**config.mk**
```make
export PLATFORM = sky130hd
export DESIGN_NAME = sar_phase_seq
export DESIGN_NICKNAME = d
export VERILOG_FILES = /design/src/rtl/sar_phase_seq_pkg.sv /design/src/rtl/sar_phase_ring.sv /design/src/rtl/sar_code_reg.sv /design/src/rtl/sar_phase_seq.sv
export SDC_FILE = /design/constraint.sdc
export NUM_CORES = 1
export LEC_CHECK = 0
export ABC_CLOCK_PERIOD_IN_PS = 1240
export BUFFER_PORTS_ARGS = -buffer_cell sky130_fd_sc_hd__buf_4
export CAP_MARGIN = 5
export CORE_ASPECT_RATIO = 0.6
export CORE_MARGIN = 4
export CORE_UTILIZATION = 45
export CTS_CLUSTER_SIZE = 10
export DETAILED_ROUTE_END_ITERATION = 8
export PLACE_DENSITY = 0.73
export SLEW_MARGIN = 25
export SYNTH_ARGS = -nofsm -noshare
export SYNTH_HDL_FRONTEND = slang
export SYNTH_HIERARCHICAL = 1
export SYNTH_SLANG_ARGS = --single-unit
```
**constraint.sdc**
```tcl
create_clock -name clk -period 1.24 [get_ports clk]
set_input_delay 0.062 -clock clk [delete_from_list [all_inputs] [get_ports clk]]
set_output_delay 0.062 -clock clk [all_outputs]
set_load 0.02 [all_outputs]
```
**src/rtl/sar_phase_seq_pkg.sv**
```systemverilog
package sar_phase_seq_pkg;

  typedef enum logic {
    MODE_SAR = 1'b0,
    MODE_NS  = 1'b1
  } conv_mode_e;

endpackage

```
**src/rtl/sar_phase_ring.sv**
```systemverilog
module sar_phase_ring
  import sar_phase_seq_pkg::*;
#(
  parameter int NBITS  = 10,
  parameter int NEXTRA = 4,
  localparam int NPH      = NBITS + 2 + NEXTRA,
  localparam int LAST_SAR = NBITS + 1
) (
  input  logic           clk,
  input  logic           rst_n,
  input  logic           mode_req,
  output logic [NPH-1:0] ph,
  output conv_mode_e     mode_cur
);

  logic [NPH-1:0] ph_q, ph_n, shifted;
  conv_mode_e     mode_q, mode_n;
  logic           mode_en;

  // Next phase: advance the chain; tail phases are cut off in plain mode.
  always_comb begin
    shifted = {ph_q[NPH-2:0], 1'b0};
    for (int i = LAST_SAR + 1; i < NPH; i++) begin
      if (mode_q == MODE_SAR) shifted[i] = 1'b0;
    end
    ph_n = shifted;
    if (shifted == '0) ph_n[0] = 1'b1;   // empty-chain detector restarts stage 0
  end

  // Mode is captured only on entry to the sample phase.
  always_comb begin
    mode_en = ph_n[0];
    mode_n  = mode_en ? conv_mode_e'(mode_req) : mode_q;
  end

  always_ff @(posedge clk or negedge rst_n) begin
    if (!rst_n) begin
      ph_q   <= '0;
      mode_q <= MODE_SAR;
    end else begin
      ph_q   <= ph_n;
      mode_q <= mode_n;
    end
  end

  assign ph       = ph_q;
  assign mode_cur = mode_q;

  p_onehot_r2: assert property (@(posedge clk) disable iff (!rst_n)
    $onehot0(ph_q));

  p_restart_r3: assert property (@(posedge clk) disable iff (!rst_n)
    (ph_q == '0) |=> ph_q[0]);

  p_sar_wrap_r4: assert property (@(posedge clk) disable iff (!rst_n)
    (mode_q == MODE_SAR && ph_q[LAST_SAR]) |=> ph_q[0]);

  p_ns_extend_r5: assert property (@(posedge clk) disable iff (!rst_n)
    (mode_q == MODE_NS && ph_q[LAST_SAR]) |=> ph_q[LAST_SAR+1]);

  p_mode_hold_r10: assert property (@(posedge clk) disable iff (!rst_n)
    !ph_q[0] |-> $stable(mode_q));

endmodule

```
**src/rtl/sar_code_reg.sv**
```systemverilog
module sar_code_reg #(
  parameter int NBITS = 10
) (
  input  logic             clk,
  input  logic             rst_n,
  input  logic             sample_ph,
  input  logic [NBITS-1:0] bit_ph,
  input  logic             cmp_hi,
  output logic [NBITS-1:0] dac_sw,
  output logic [NBITS-1:0] code,
  output logic             code_vld
);

  logic [NBITS-1:0] dec_q, dec_n;
  logic [NBITS-1:0] code_q, code_n;
  logic             vld_q, vld_n;
  logic             lsb_done;

  // Per-bit decision storage: cleared at sample, resolved at end of own phase.
  for (genvar b = 0; b < NBITS; b++) begin : g_bit
    always_comb begin
      if (sample_ph)       dec_n[b] = 1'b0;
      else if (bit_ph[b])  dec_n[b] = ~cmp_hi;
      else                 dec_n[b] = dec_q[b];
    end
  end

  // Trial bit is raised for the whole of its decision phase.
  assign dac_sw = dec_q | bit_ph;

  always_comb begin
    lsb_done = bit_ph[0];
    vld_n    = lsb_done;
    code_n   = lsb_done ? {dec_q[NBITS-1:1], ~cmp_hi} : code_q;
  end

  always_ff @(posedge clk or negedge rst_n) begin
    if (!rst_n) begin
      dec_q  <= '0;
      code_q <= '0;
      vld_q  <= 1'b0;
    end else begin
      dec_q <= dec_n;
      vld_q <= vld_n;
      if (lsb_done) code_q <= code_n;
    end
  end

  assign code     = code_q;
  assign code_vld = vld_q;

  p_vld_pulse_r7: assert property (@(posedge clk) disable iff (!rst_n)
    code_vld |=> !code_vld);

  p_code_hist_r7: assert property (@(posedge clk) disable iff (!rst_n)
    code_vld |-> (code[NBITS-1:1] == $past(dac_sw[NBITS-1:1])));

  p_settle_clear_r6: assert property (@(posedge clk) disable iff (!rst_n)
    sample_ph |=> (dac_sw == '0));

endmodule

```
**src/rtl/sar_phase_seq.sv**
```systemverilog
module sar_phase_seq
  import sar_phase_seq_pkg::*;
#(
  parameter int NBITS  = 10,
  parameter int NEXTRA = 4,
  localparam int NPH      = NBITS + 2 + NEXTRA,
  localparam int LAST_SAR = NBITS + 1
) (
  input  logic             clk,
  input  logic             rst_n,
  input  logic             mode_ns,
  input  logic             cmp_hi,
  output logic [NBITS-1:0] dac_sw,
  output logic [NPH-1:0]   phase,
  output logic             sample_ph,
  output logic             cmp_clk,
  output logic             integ_on,
  output logic             res_xfer,
  output logic [NBITS-1:0] code,
  output logic             code_vld
);

  logic             rst_meta, rst_s;
  logic [NPH-1:0]   ph;
  conv_mode_e       mode_cur;
  logic [NBITS-1:0] bit_ph;

  // Asynchronous assert, synchronous release.
  always_ff @(posedge clk or negedge rst_n) begin
    if (!rst_n) begin
      rst_meta <= 1'b0;
      rst_s    <= 1'b0;
    end else begin
      rst_meta <= 1'b1;
      rst_s    <= rst_meta;
    end
  end

  sar_phase_ring #(.NBITS(NBITS), .NEXTRA(NEXTRA)) u_ring (
    .clk      (clk),
    .rst_n    (rst_s),
    .mode_req (mode_ns),
    .ph       (ph),
    .mode_cur (mode_cur)
  );

  // Bit b is decided in phase LAST_SAR-b (MSB first).
  always_comb begin
    for (int b = 0; b < NBITS; b++) bit_ph[b] = ph[LAST_SAR-b];
  end

  sar_code_reg #(.NBITS(NBITS)) u_code (
    .clk       (clk),
    .rst_n     (rst_s),
    .sample_ph (ph[0]),
    .bit_ph    (bit_ph),
    .cmp_hi    (cmp_hi),
    .dac_sw    (dac_sw),
    .code      (code),
    .code_vld  (code_vld)
  );

  assign phase     = ph;
  assign sample_ph = ph[0];
  assign cmp_clk   = |bit_ph;
  assign integ_on  = (mode_cur == MODE_NS) && cmp_clk;

  if (NEXTRA > 0) begin : g_xfer
    assign res_xfer = (mode_cur == MODE_NS) && ph[LAST_SAR+1];
  end else begin : g_no_xfer
    assign res_xfer = 1'b0;
  end

  p_sar_quiet_r8: assert property (@(posedge clk) disable iff (!rst_s)
    (mode_cur == MODE_SAR) |-> (!integ_on && !res_xfer));

  p_xfer_after_lsb_r9: assert property (@(posedge clk) disable iff (!rst_s)
    (mode_cur == MODE_NS && phase[LAST_SAR]) |=> res_xfer);

  p_vld_after_lsb_r7: assert property (@(posedge clk) disable iff (!rst_s)
    code_vld |-> $past(phase[LAST_SAR]));

  p_reset_quiet_r1: assert property (@(posedge clk)
    !rst_s |-> (phase == '0 && !code_vld && !res_xfer));

endmodule

```
# Word-level counts from Yosys, hierarchy flattened
# Index checks and enable logic that the tools add are counted.
totals:
  output_inout_bits: 41
  wordCells: 57
  inputBits: 4
  register_bits: 40
classes:
  mux: 25
  reduce_logical: 14
  n_bitwise: 2
op_table:
  columns: ["cell", "n"]
  rows:
  - ["1-bit two-way mux", 25]
  - ["2-bit nonzero test", 10]
  - ["15-bit zero test", 1]
  - ["10-bit OR", 1]
  - ["10-bit OR reduction", 1]
  - ["1-bit logical AND", 2]
  - ["1-bit inverter", 1]

# Depth between registers and ports, before layout
logic_depth:
  ltp_word: 3
  mapped_depth: 4
  depth_no_buf: 3

# By module
# Netlist, hierarchy kept.
modules_own_cells:
  columns: ["mod", "cells_each", "seq_area_each_um2", "area_per_inst_um2", "n_inst"]
  rows:
  - ["sar_code_reg", 68, 525.5, 885.8, 1]
  - ["sar_phase_ring", 41, 425.4, 595.6, 1]
  - ["sar_phase_seq", 11, 50.0, 98.8, 1]

# Least setup slack after synthesis
# Ideal clock, no wire load.
synth_path:
  path_kind: "reg2reg"
  startpoint: "register u_ring.ph_q[11], in the netlist u_ring/ph[11]"
  endpoint: "register u_ring.mode_q, in the netlist u_ring/mode_cur"
  required_time_ps: 1116
  t_arrival_ps: 1260
  setup_ps: 124
  stages_incl_launch_ff: 4
  path_slack_ps: -144
  period_less_slack_ps: 1384
  path_buffers: 0
  path_cell_list: "dfrtp_1 > or4_4 > a21oi_2 > mux2i_1"
synth_via:
  elab_chain_cells: 3
synth_lines:
  columns: ["element", "line", "text"]
  rows:
  - ["from (decl)", "sar_phase_ring.sv:16", "logic [NPH-1:0] ph_q, ph_n, shifted;"]
  - ["from (signal assigned)", "sar_phase_ring.sv:41", "ph_q <= ph_n;"]
  - ["1-bit two-way mux", "sar_phase_ring.sv:24", "if (mode_q == MODE_SAR) shifted[i] = 1'b0;"]
  - ["15-bit zero test", "sar_phase_ring.sv:27", "if (shifted == '0) ph_n[0] = 1'b1;"]
  - ["1-bit two-way mux", "sar_phase_ring.sv:27", null]
  - ["to (signal assigned)", "sar_phase_ring.sv:42", "mode_q <= mode_n;"]
  - ["to (decl)", "sar_phase_ring.sv:17", "conv_mode_e mode_q, mode_n;"]
# No other way between the ends.
# A chain may end at the register's enable or synchronous reset.

# Worst setup path after layout
layout_path:
  startpoint: "register u_ring.ph_q[8], in the netlist u_ring/ph[8]"
  endpoint: "output integ_on"
layout_via:
  elab_chain_cells: 2
layout_lines:
  columns: ["element", "line", "text"]
  rows:
  - ["10-bit OR reduction", "sar_phase_seq.sv:65", "assign cmp_clk = |bit_ph;"]
  - ["1-bit logical AND", "sar_phase_seq.sv:66", "assign integ_on = (mode_cur == MODE_NS) && cmp_clk;"]
  - ["to (decl)", "sar_phase_seq.sv:17", "output logic integ_on,"]
# No other way between the ends.

==> flow_summary.yaml <==
clocking:
  htree_levels: 2
  clk_pin_slew_ns: 0.08
  cts_tree: "yes"
  cts-root-buf: "clkbuf_8"
  cts_buffers: 5
  clock_path_buffers: 2
  cts.sinks: 40
  clock_latency_ns: 0.29
power_and_ir_drop:
  p_per_area_nw_per_um2: 2800
  ir_drop_mv: 1.53
  p_leak_nw: 1.24
worst_setup_path:
  cp-start-kind: "register"
  cp.required_ns: 1.18
  critPathArrivalTime_ns: 1.36
  cp_max_fo: 3
  critPathCaptureType: "output pin"
  cp_slowest_stage_delay_ns: 0.44
  path_cells: "nor4_4, a31oi_1, buf_4"
  path_class: "register to output pin"
  slowest_stage: "dfrtp_2"
global_route:
  grt_max_degree: 39
  grt_overflow: 0
  grt_pass1_vias: 1240
  use_met3: 0.0550
  grt_usage: 0.190
  grt_pass1_wl_um: 6500
  grtUsageMet2: 0.330
  busiest_layer: "met2"
  use_met1: 0.231
  grt_antenna_before_repair: 0
detailed_routing:
  ant_nets: 0
  wirelength_um: 4040
  wl_per_cell_um: 17.0
  first_pass_iters: 4
  drt_iter0_drc: 37
  avgViaCountPerCell: 4.92
  drc: 0
  num_vias: 1171
synth:
  synth_area_um2: 1580
  synth_commonest_cells: "40 x dfrtp_1, 12 x buf_4, 11 x a21oi_1, 11 x and2_1, 8 x mux2_4"
  ys_ff_latch: 40
  syn_nets: 124
  synth-warning-count: 6
  synth_top_cell_by_area: "dfrtp_1"
  synth.most_common_cell: "dfrtp_1"
  synthCells: 120
  avgSynthCellArea_um2: 13.2
  synthFlopType: "dfrtp_1"
  ys_async_sr_fraction: 1.00
  yosys-top-cells-area: "dfrtp_1 63%, mux2_4 7.6%, buf_4 5.7%"
  synth_edf_count: 0
  synth_top_area_frac: 0.633
  seq_area_frac_synth: 0.633
  yosysUniqueCellTypes: 22
timing:
  max_freq_ghz: 0.702
  rsz0062_at_grt: "yes"
  setup_ws_ns: -0.184
  fin_crit_sh: 1.15
  final_max_slew_viol_count: 0
  timing.final.hold_violations: 0
  finalCriticalPeriod_ns: 1.42
  finalClockSkew_ns: 0.0122
  setup_viol: 15
  holdWs_ns: 0.0564
placement:
  hpwl_um: 2180
  gp_congestion: 0.774
  port-buffer-count: 44
  pre_cts_slack_ns: -0.00874
layout:
  antennaDiodeCount: 0
  synthToLayoutAreaGrowth_pct: 55.4
  drive_above_1_share: 0.632
  final_nets: 196
floorplanning:
  die_w_um: 84.5
  die_h_um: 53.9
  num_rows: 16
  core_um2: 3320
  num_io_pins: 45
  floorplan.die_area_um2: 4550
  start_util: 0.476
status:
  violations: "setup timing"
  outcome: "finished, violations left"
run:
  cap_violations: 0
hold_path:
  hold_class: "input port to register"
power by group:
| group | switching [W] | internal, W | leakage [nW] | total, W |
|---|---|---|---|---|
| combinational | 0.00162 | 0.00198 | 0.668 | 0.00360 |
| sequential | 0.000371 | 0.00176 | 0.503 | 0.00213 |
| clock | 0.000446 | 0.000710 | 0.0645 | 0.00116 |
placed cells by master (no fill, tap or decap), types with 2 or more instances in the layout:
cell / n
inv_1: 3
a21oi_2: 2
and2_1: 11
nand2b_1: 6
buf_6: 28
clkbuf_8: 7
or2_4: 10
a21oi_1: 10
dfrtp_2: 8
dfrtp_1: 32
nor4_4: 3
nand3_1: 2
mux2i_1: 2
buf_4: 50
mux2_4: 8
timing repair:
item                       in CTS  in global routing
setup endpoints to repair      13                 20
hold endpoints to repair        2                  0
pin swaps                       8                  3
cloned                          0                  0
hold buffers                    1                  0
buffers inserted               18                  7
gates resized for setup        40                 15
metrics by stage:
stage,TNS (ns),power [W],std cells,utilization,instance area (um2)
final,-1.28,0.00689,238,0.739,2460
after CTS,-0.767,0.00662,233,0.712,2360
after detailed placement,-0.00874,0.00477,206,0.587,1950
after global placement,0,0.00472,206,0.587,1950
after floorplan,-0.161,0.00375,120,-,1580
after global routing,-1.94,0.00724,238,0.739,2460
worst max-delay path: cells and delay by family (launching register included):
kind            cells  cell delay [ns]
flops               1             0.44
simple gates        1             0.31
buf+inv             1             0.18
compound gates      1             0.15
metal layers:
layer / up-vias / wire [um] / share of wire
li1: 528 / - / -
met1: 598 / 1730 / 0.43
met2: 39 / 2030 / 0.50
met3: 6 / 229 / 0.057
met4: 0 / 56 / 0.014
met5: - / 0 / 0
cell type report:
type | count | area [um2]
fillers | 230 | 867
clock inverters | 1 | 30.0
multi-input cells | 62 | 536
clock buffers | 7 | 96.3
repair buffers | 80 | 716
flip-flops and latches | 40 | 1010
well taps | 45 | 56.3
inverters | 3 | 11.3
kinds of logic after synthesis:
family	share of synthesized area
AO/OA/AOI/OAI	0.0443
buffers and inverters	0.0776
flip-flops	0.633
other	0.00237
multiplexers	0.0958
AND/OR/NAND/NOR	0.146
sequential cells by signal, indices dropped and copies added (netlist names):
name             cells
u_ring/mode_cur      1
rst_s                1
rst_meta             1
u_code/dec_q        10
u_ring/ph           16
u_code/code         10
u_code/code_vld      1
final timing paths:
check	endpoint	startpoint	depth (start not counted)	slack (ns)
setup / recovery	integ_on	u_ring/ph[8]$_DFF_PN0_	3	-0.18
hold / removal	u_code/code[0]$_DFFE_PN0P_	cmp_hi	2	0.06
setup reg to reg	u_ring/mode_cur$_DFFE_PN0N_	u_ring/ph[5]$_DFF_PN0_	4	-0.13
hold reg to reg	u_ring/ph[7]$_DFF_PN0_	rst_s$_DFF_PN0_	1	0.29
max in group asynchronous	u_ring/ph[9]$_DFF_PN0_	rst_s$_DFF_PN0_	1	0.59
min in group asynchronous	rst_meta$_DFF_PN0_	rst_n	2	0.09
Power figures use the tool's default switching activity.
